[src/rtl/dmareq_pkg.sv]
package dmareq_pkg;
  typedef enum logic {
    ST_IDLE  = 1'b0,
    ST_BURST = 1'b1
  } burst_st_t;
endpackage

[src/rtl/dmareq_room_cmp.sv]
// Decides whether the buffer has room for a full burst.
// The compare is one bit wider than the inputs so threshold+1 cannot wrap.
module dmareq_room_cmp #(
  parameter int LVL_W = 4
) (
  input  logic [LVL_W-1:0] thresh,
  input  logic [LVL_W-1:0] free_lvl,
  output logic             room_ok
);
  localparam int CMP_W = LVL_W + 1;

  logic [CMP_W-1:0] need_w;
  logic [CMP_W-1:0] have_w;

  always_comb begin
    need_w  = {1'b0, thresh} + CMP_W'(1);
    have_w  = {1'b0, free_lvl};
    room_ok = (have_w >= need_w);
  end
endmodule

[src/rtl/dmareq_word_ctr.sv]
// Holds the length captured at burst start and counts the words written.
module dmareq_word_ctr #(
  parameter int LVL_W      = 4,
  parameter int RST_THRESH = 1
) (
  input  logic             clk,
  input  logic             rst_n,
  input  logic             clr,
  input  logic             start,
  input  logic             inc,
  input  logic [LVL_W-1:0] thresh,
  output logic             last
);
  logic [LVL_W-1:0] len_m1_q;
  logic [LVL_W-1:0] cnt_q;

  always_ff @(posedge clk or negedge rst_n) begin
    if (!rst_n) begin
      len_m1_q <= LVL_W'(RST_THRESH);
      cnt_q    <= '0;
    end else if (clr) begin
      cnt_q    <= '0;
    end else if (start) begin
      len_m1_q <= thresh;
      cnt_q    <= '0;
    end else if (inc) begin
      cnt_q    <= (cnt_q == len_m1_q) ? '0 : cnt_q + LVL_W'(1);
    end
  end

  assign last = (cnt_q == len_m1_q);
endmodule

[src/rtl/dmareq_tx.sv]
module dmareq_tx #(
  parameter int LVL_W      = 4,
  parameter int RST_THRESH = 1
) (
  input  logic             clk,
  input  logic             rst_n,
  input  logic             tx_en,
  input  logic             dma_en,
  input  logic [LVL_W-1:0] thresh,
  input  logic [LVL_W-1:0] free_lvl,
  input  logic             wr_stb,
  output logic             dma_req
);
  import dmareq_pkg::*;

  burst_st_t st_q, st_d;
  logic      room_ok;
  logic      start;
  logic      burst_wr;
  logic      last_word;

  dmareq_room_cmp #(.LVL_W(LVL_W)) u_cmp (
    .thresh   (thresh),
    .free_lvl (free_lvl),
    .room_ok  (room_ok)
  );

  // The count advances on writes inside a burst, whatever dma_en is.
  assign start    = tx_en && (st_q == ST_IDLE) && room_ok;
  assign burst_wr = tx_en && (st_q == ST_BURST) && wr_stb;

  dmareq_word_ctr #(.LVL_W(LVL_W), .RST_THRESH(RST_THRESH)) u_ctr (
    .clk    (clk),
    .rst_n  (rst_n),
    .clr    (!tx_en),
    .start  (start),
    .inc    (burst_wr),
    .thresh (thresh),
    .last   (last_word)
  );

  always_comb begin
    st_d = st_q;
    if (!tx_en)                  st_d = ST_IDLE;
    else if (start)              st_d = ST_BURST;
    else if (burst_wr && last_word) st_d = ST_IDLE;
  end

  always_ff @(posedge clk or negedge rst_n) begin
    if (!rst_n) st_q <= ST_IDLE;
    else        st_q <= st_d;
  end

  // The DMA enable only masks the line; burst state is kept.
  assign dma_req = tx_en && dma_en && (st_q == ST_BURST);
endmodule

[config.mk]
export PLATFORM = sky130hd
export DESIGN_NAME = dmareq_tx
export DESIGN_NICKNAME = d
export VERILOG_FILES = /design/src/rtl/dmareq_pkg.sv /design/src/rtl/dmareq_room_cmp.sv /design/src/rtl/dmareq_word_ctr.sv /design/src/rtl/dmareq_tx.sv
export SDC_FILE = /design/constraint.sdc
export NUM_CORES = 1
export LEC_CHECK = 0
export ABC_AREA = 0
export CAP_MARGIN = 20
export CORE_MARGIN = 2
export CORE_UTILIZATION = 30
export CTS_CLUSTER_DIAMETER = 40
export DETAILED_ROUTE_END_ITERATION = 12
export GPL_TIMING_DRIVEN = 0
export SLEW_MARGIN = 10
export SYNTH_ARGS = -nofsm -noshare
export SYNTH_HDL_FRONTEND = slang
export SYNTH_SLANG_ARGS = --single-unit
[constraint.sdc]
create_clock -name clk -period 2.7 [get_ports clk]
set_input_delay 0.54 -clock clk [delete_from_list [all_inputs] [get_ports clk]]
set_output_delay 0.54 -clock clk [all_outputs]
set_load 0.005 [all_outputs]
### Word level (Yosys, flattened, before mapping)

Cells that the tools add are included.

* flip-flop bits (word level): 9
* bits of input ports: 13
* output and inout port bits: 1
* word-level logic and storage cells: 25

* add/subtract/negate cells: 2
* magnitude comparators: 1
* eq/ne operators: 3
* multiplexer cells: 7
* bitwise gates (word level): 1
* reduce and logical (&&, ||, !) cells: 8

Operators by type and width (number)
* two-way mux 4 bit: 4
* logical AND 1 bit: 7
* != test 3 x 1 -> 1 bit, second input constant: 2
* adder 4 x 1 -> 5 bit, second input constant: 1
* >= comparator 4 x 5 -> 1 bit: 1
* adder 4 x 1 -> 4 bit, second input constant: 1
* equality test 4 bit: 1
* two-way mux 1 bit: 3
* AND reduction 2 bit: 1
* NOT 1 bit: 1

### Longest topological paths before layout

Gate-level depths: netlist (run 1).

* depth in word-level cells: 6
* mapped depth: 7
* mapped depth without buffers: 7

### Hierarchy

Synthesis (run 1) repeated with hierarchy kept, for this count alone.

* cells, all modules: 61
* area, all modules: 613.1 sq um

Modules (own cells, without submodules)
* dmareq_word_ctr: instances 1, cells each 36, area an instance 421.7 sq um, seq. area each 201.4 sq um
* dmareq_room_cmp: instances 1, cells each 17, area an instance 128.9 sq um, seq. area each 0.0 sq um
* dmareq_tx: instances 1, cells each 8, area an instance 62.6 sq um, seq. area each 25.0 sq um

### Worst setup path after synthesis (run 1)

Ideal clock, no wire load.

* kind: input to register
* from: input thresh[0]
* to: register u_ctr.len_m1_q[1]
* setup time: 125 ps
* arrival time: 1984 ps
* data required time: 2575 ps
* setup slack: 591 ps
* stages on the path: 7
* buffers on the path: 0
* cells stage by stage: ha_1 > inv_1 > ha_1 > o21ai_0 > a21oi_1 > o31ai_4 > mux2_4

* longest elaborated chain between the ends: 4

Ends and longest elaborated chain
* start, declared: line dmareq_tx.sv:9 `input logic [LVL_W-1:0] thresh,`
* adder 4 x 1 -> 5 bit: line dmareq_room_cmp.sv:16 `need_w = {1'b0, thresh} + CMP_W'(1);`
* >= comparator 4 x 5 -> 1 bit: line dmareq_room_cmp.sv:18 `room_ok = (have_w >= need_w);`
* logical AND 1 bit: line dmareq_tx.sv:29 `assign start = tx_en && (st_q == ST_IDLE) && room_ok;`
* AND reduction 2 bit (no source line)
* end signal, assigned: line dmareq_word_ctr.sv:19 `len_m1_q <= LVL_W'(RST_THRESH);`
* end signal, assigned: line dmareq_word_ctr.sv:24 `len_m1_q <= thresh;`
* end, declared: line dmareq_word_ctr.sv:14 `logic [LVL_W-1:0] len_m1_q;`

Every way passes these cells.
A chain may end at the register's enable or synchronous reset.

### Worst setup path in the final report (run 1)

Same ends and word-level chain as after synthesis.

==> metrics.csv, run 1 <==
stage,metric,value,unit
clock_tree,cts_setup_buffers,0,
layout,filler_cell_count,211,
timing,timing.final.crit_share,0.9272,
die,ios,14,
timing,fin_tns_setup,0,ns
clock_tree,tritoncts,yes,
pwr,p_leak,0.4145,nW
synthesis,synth-edff-count,0,
global_route,gr-total-overflow,0,
synthesis,ys_seq_area_frac,0.3494,
synthesis,yosysUniqueCellTypes,22,
clock_tree,cts_resized,0,
routing,wl_met1,506,um
clock_tree,clkLatencyLatePin,0.26,ns
routing,top_layer_used,met3,
timing,whs,0.5384,ns
routing,vias,508,
synthesis,synth_most_common_cell,dfrtp_1,
timing,period_minus_slack,2.503,ns
die,die_h,50.48,um
setup_path,path_max_fanout,9,
worst_hold_path,hp-class,reg -> reg,
setup_path,critPathKind,in -> reg,
synthesis,netlist_instances,63,
clock_tree,h-tree-depth,1,
timing,fin_worst_skew,0.002212,ns
routing,antenna_left,0,
die,rows,16,
layout,regArea,226.5,um2
clock_tree,clock-sinks,9,
setup_path,reg2reg_depth,4,
timing,hold_viol_final,0,
routing,post_drt_wl_per_cell,10.79,um
setup_path,worstPathRequired,2.85,ns
placed_design,gp_congestion,0.6931,
synthesis,synth_async_sr_flop_share,1.000,
setup_path,start_kind,input port,
synthesis,synth_top_cell_by_area,dfrtp_1,
routing,drt-total-wl,1154,um
synthesis,synth_top_area_share,0.3089,
placed_design,port_buffers,13,
synthesis,synthesis.area,648.1,um2
clock_tree,cts_buffers,3,
global_route,grt_max_degree,10,
setup_path,cp_data_arrival_time,2.65,ns
clock_tree,cts_hold_buffers,0,
timing,clock.fmax,0.3995,GHz
setup_path,crit_chain,clkdlybuf4s50_1 > ha_1 > xnor2_1 > ha_1 > o21ai_0 > a21oi_1 > o31ai_4 > mux2_4,
synthesis,synthTopCellsByCount,"dfrtp_1 (8), and3_1 (6), ha_1 (6), nand2_1 (6)",
global_route,grt_pass1_vias,458,
synthesis,synthAdderAreaFrac,0.1158,
timing,drv_slew,0,
global_route,antenna_found_initial,0,
die,die_area,2548,um2
setup_path,cpMostUsedCell,ha_1,
routing,met2_length,566,um
routing,met3_wirelength,81,um
synthesis,synth-seq-cells,9,
layout,layout-drive-gt1-share,0.1875,
layout,diodes,0,
synthesis,ys_warn_count,0,
global_route,grt_pass1_wl,1904,um
synthesis,synth_xor_area_frac,0.08108,
routing,drt_first_iter_violations,8,
timing,fin_ws,0.1966,ns
synthesis,synth_simple_gate_area_share,0.2548,
setup_path,crit_path_end_kind,register,
synthesis,synth_top_family_by_area,simple AND/OR/NAND/NOR gates,
die,core_region_area,2002,um2
placed_design,dp_hpwl,942.9,um
clock_tree,clockRootBuffer,clkbuf_4,
timing,rsz0062_at_grt,false,
pwr,power_density,540.8,nW/um2
timing,max_slew_margin,0.6111,
timing,setup_viol,0,
layout,nets,100,
placed_design,pre_cts_ws,-0.1136,ns
routing,drcViolationCount,0,
synthesis,mappedNetlistNets,82,
clock_tree,path_clk_slew,0.06,ns
pwr,ir_worst_vdd,338.2,uV
die,start_util,0.3238,
run_status,status,"finished, final reports clean",
timing,tightest_slew,0.5780,ns
die,fp.dieW,50.48,um
setup_path,max_stage_delay,0.47,ns
setup_path,crit_slowest_cell,clkdlybuf4s50_1,
routing,via_per_inst,4.748,
worst_hold_path,whs_path_depth,1,
layout,synthToLayoutAreaGrowth,29.54,%
synthesis,synthMuxAreaShare,0.09266,
run,drv_cap,0,
routing,drt-pass1-iter-count,4,
synthesis,synthFlopType,dfrtp_1,
synthesis,synth-compound-area-share,0.08301,
synthesis,ys_top_cells_by_area,"dfrtp_1 (31%), ha_1 (12%), mux2_4 (9.3%)",
layout,multiInputGateArea,406.6,um2
synthesis,avgSynthCellArea,10.29,um2
clock_tree,clockBufferDepth,2,
global_route,track_usage,0.1014,
through the flow:
| step | power (mW) | util | instances | area, um2 |
|---|---|---|---|---|
| 3_5_place_dp | 0.3555 | 0.4056 | 103 | 812.0 |
| 5_1_grt | 0.4889 | 0.4194 | 107 | 839.6 |
| 6_report | 0.4540 | 0.4194 | 107 | 839.6 |
| 4_1_cts | 0.4614 | 0.4194 | 107 | 839.6 |
| 3_3_place_gp | 0.3503 | 0.4056 | 103 | 812.0 |
| 2_1_floorplan | 0.3077 | - | 63 | 648.1 |
path summary, 6_finish.rpt:
kind	slack, ns	to	start
min	0.54	u_ctr.len_m1_q[3]$_DFFE_PN0P_	u_ctr.len_m1_q[3]$_DFFE_PN0P_
min reg2reg	0.54	u_ctr.len_m1_q[3]$_DFFE_PN0P_	u_ctr.len_m1_q[3]$_DFFE_PN0P_
max reg2reg	1.04	u_ctr.cnt_q[1]$_DFFE_PN0P_	u_ctr.cnt_q[0]$_DFFE_PN0P_
min in group asynchronous	0.56	u_ctr.cnt_q[0]$_DFFE_PN0P_	rst_n
max	0.20	u_ctr.len_m1_q[1]$_DFFE_PN0P_	thresh[0]
max in group asynchronous	1.82	u_ctr.len_m1_q[0]$_DFFE_PN1P_	rst_n
cell type report:
type / count / share of cell area
sequential: 9 / 0.2697
clock buffer: 3 / 0.02683
timing repair buffer: 13 / 0.1550
clock inverter: 1 / 0.005961
tap: 27 / 0.04024
multi-input combinational: 50 / 0.4844
inverter: 3 / 0.01341
buffer: 1 / 0.004471
cell usage in the layout, fill, tap and decap left out, types with 2 or more instances in the layout:
cell,instances
mux2_4,4
inv_1,3
dfrtp_1,8
nand3_1,2
clkbuf_4,3
o21ai_0,3
and3_1,6
and4_2,2
nand2_1,6
xor2_1,5
and3_2,2
clkdlybuf4s50_1,13
a21oi_1,2
ha_1,6
nor2_1,5
where the power goes:
part / switching (mW) / internal, mW
clock network: 0.0501 / 0.0547
logic: 0.0537 / 0.0921
registers: 0.0295 / 0.174
total: 0.133 / 0.321
cells by family (layout without fill, tap and decap cells):
group	after synthesis	count (layout)
AND/OR/NAND/NOR	27	27
adder cells (fa/ha/maj)	6	6
buffers and inverters	4	21
multiplexers	4	4
flip-flops	9	9
XOR/XNOR	6	6
AO/OA/AOI/OAI	7	7
per-layer routing:
metal / vias up / GRT usage
met1: 235 / 0.1070
met4: 0 / 0.02703
li1: 257 / -
met3: 0 / 0.04762
met5: - / 0
met2: 16 / 0.1798
critical path, delay by kind of cell:
kind / cells / cell delay (ns)
buf+inv: 1 / 0.47
xor+xnor: 1 / 0.19
mux: 1 / 0.34
fa+ha+maj: 2 / 0.51
compound gates: 3 / 0.60
registers in the layout (all words and copies together) (netlist names):
signal and flops:
u_ctr.len_m1_q 4, st_q 1, u_ctr.cnt_q 4
(Power assumes the default switching activity.)
==> run 2: changes to the inputs <==
RECOVER_POWER = 50   (was not set)
SLEW_MARGIN = not set   (was 10)
==> run 2 against run 1 <==
Sequential power about the same. Largest power group unchanged. Sequential share of layout area unchanged. Worst hold slack unchanged. Critical path type unchanged. Core utilization unchanged.
==> metrics.csv, run 2 (synthesis results as in run 1) <==
stage,metric,value,unit
pwr,ir_worst_vdd,338.2,uV
timing,timing.final.crit_share,0.9272,
clock_tree,cts_buffers,3,
global_route,gr-total-overflow,0,
placed_design,port_buffers,13,
setup_path,start_kind,input port,
layout,instances_no_fill,107,
setup_path,cp_data_arrival_time,2.65,ns
routing,via_per_inst,4.748,
timing,fin_ws,0.1966,ns
timing,setup_viol,0,
clock_tree,clock-sinks,9,
routing,drcViolationCount,0,
routing,antenna_left,0,
die,core_region_area,2002,um2
global_route,grt_pass1_wl,1904,um
setup_path,crit_family,compound AO/OA/AOI/OAI gates,
setup_path,crit_slowest_cell,clkdlybuf4s50_1,
layout,regArea,226.5,um2
die,rows,16,
pwr,total_power,0.4537,mW
pwr,power_density,540.5,nW/um2
timing,max_slew_margin,0.6111,
die,start_util,0.3238,
die,die_area,2548,um2
routing,drt-total-wl,1153,um
timing,period_minus_slack,2.503,ns
layout,diodes,0,
timing,whs,0.5384,ns
pwr,p_leak,0.4148,nW
placed_design,dp.cells,103,
routing,vias,508,
timing,clock.fmax,0.3995,GHz
worst_hold_path,hp-class,reg -> reg,
layout,final_cell_mix,"clkdlybuf4s50_1 (12), dfrtp_1 (8), and3_1 (6), nand2_1 (6), ha_1 (6)",
setup_path,crit_chain,clkdlybuf4s50_1 > ha_1 > xnor2_1 > ha_1 > o21ai_0 > a21oi_1 > o31ai_4 > mux2_4,
routing,drt-pass1-iter-count,4,
setup_path,cpMostUsedCell,ha_1,
global_route,grt_max_degree,10,
timing,drv_slew,0,
timing,hold_viol_final,0,
layout,synthToLayoutAreaGrowth,29.54,%
setup_path,max_stage_delay,0.47,ns
layout,reg_top3,"u_ctr.cnt_q: 4 flops, u_ctr.len_m1_q: 4 flops, st_q: 1 flops",
clock_tree,cts_resized,0,
die,die_h,50.48,um
placed_design,pre_cts_ws,-0.1136,ns
clock_tree,tritoncts,yes,
routing,post_drt_wl_per_cell,10.78,um
die,ios,14,
global_route,grt_pass1_vias,458,
die,fp.dieW,50.48,um
layout,layout-drive-gt1-share,0.1875,
setup_path,critPathKind,in -> reg,
setup_path,worstPathRequired,2.85,ns
layout,mostFrequentLayoutCell,clkdlybuf4s50_1,
clock_tree,h-tree-depth,1,
run,drv_cap,0,
layout,filler_cell_count,211,
timing,tightest_slew,0.5780,ns
placed_design,gp_congestion,0.6931,
routing,drt_first_iter_violations,8,
clock_tree,clockRootBuffer,clkbuf_4,
layout,multiInputGateArea,406.6,um2
placed_design,dp_hpwl,942.9,um
setup_path,crit_path_end_kind,register,
global_route,track_usage,0.1014,
clock_tree,clkLatencyLatePin,0.26,ns
clock_tree,cts_setup_buffers,0,
setup_path,path_max_fanout,9,
clock_tree,cts_hold_buffers,0,
clock_tree,clockBufferDepth,2,
clock_tree,path_clk_slew,0.06,ns
setup_path,path_buf_inv,1,
layout,nets,100,
run_status,status,"finished, final reports clean",
global_route,antenna_found_initial,0,
timing,fin_worst_skew,0.002212,ns
timing,rsz0062_at_grt,false,
[run 2: changes by cell type in the layout (fill, tap and decap cells not counted), sizes merged]
cell	previous run	this run
clkdlybuf4s50	13	12
dlygate4sd3	0	1
[run 2: path summary, 6_finish.rpt]
check                                               from                       endpoint  slack (ns)  cells after the start
max                                            thresh[0]  u_ctr.len_m1_q[1]$_DFFE_PN0P_        0.20                      8
min                        u_ctr.len_m1_q[3]$_DFFE_PN0P_  u_ctr.len_m1_q[3]$_DFFE_PN0P_        0.54                      1
max reg2reg                   u_ctr.cnt_q[0]$_DFFE_PN0P_     u_ctr.cnt_q[1]$_DFFE_PN0P_        1.04                      4
min reg2reg                u_ctr.len_m1_q[3]$_DFFE_PN0P_  u_ctr.len_m1_q[3]$_DFFE_PN0P_        0.54                      1
max in group asynchronous                          rst_n  u_ctr.len_m1_q[0]$_DFFE_PN1P_        1.75                      1
min in group asynchronous                          rst_n     u_ctr.cnt_q[0]$_DFFE_PN0P_        0.63                      1
[run 2: layout make-up]
cell class	count	area share
sequential	9	0.2697
clock buffer	3	0.02683
buffer	1	0.004471
multi-input combinational	50	0.4844
inverter	3	0.01341
clock inverter	1	0.005961
timing repair buffer	13	0.1550
tap	27	0.04024
[run 2: worst register-to-register path, stage by stage, from the launching register on]
cell and delay (ns):
dfrtp_1 0.43, xor2_1 0.18, nor4_1 0.55, o21ai_0 0.17, and3_2 0.23
[run 2: per-stage QoR]
step	utilization	TNS (ns)	area, um2
after global routing	0.4194	0	839.6
after detailed placement	0.4056	-0.4793	812.0
after CTS	0.4194	0	839.6
after floorplan	-	0	648.1
after global placement	0.4056	-0.2006	812.0
final	0.4194	0	839.6
[run 2: power by group]
part	leakage [nW]	total [mW]	internal, mW	switching (mW)
clock	0.0177	0.105	0.0547	0.0501
combinational	0.282	0.146	0.0918	0.0537
sequential	0.115	0.203	0.174	0.0295
total	0.415	0.454	0.320	0.133
[run 2: routing by layer]
layer | vias up | global-route usage | share of wire
met4 | 0 | 0.02703 | 0
met2 | 16 | 0.1798 | 0.49
met3 | 0 | 0.04762 | 0.069
met5 | - | 0 | 0
li1 | 257 | - | -
met1 | 235 | 0.1070 | 0.44
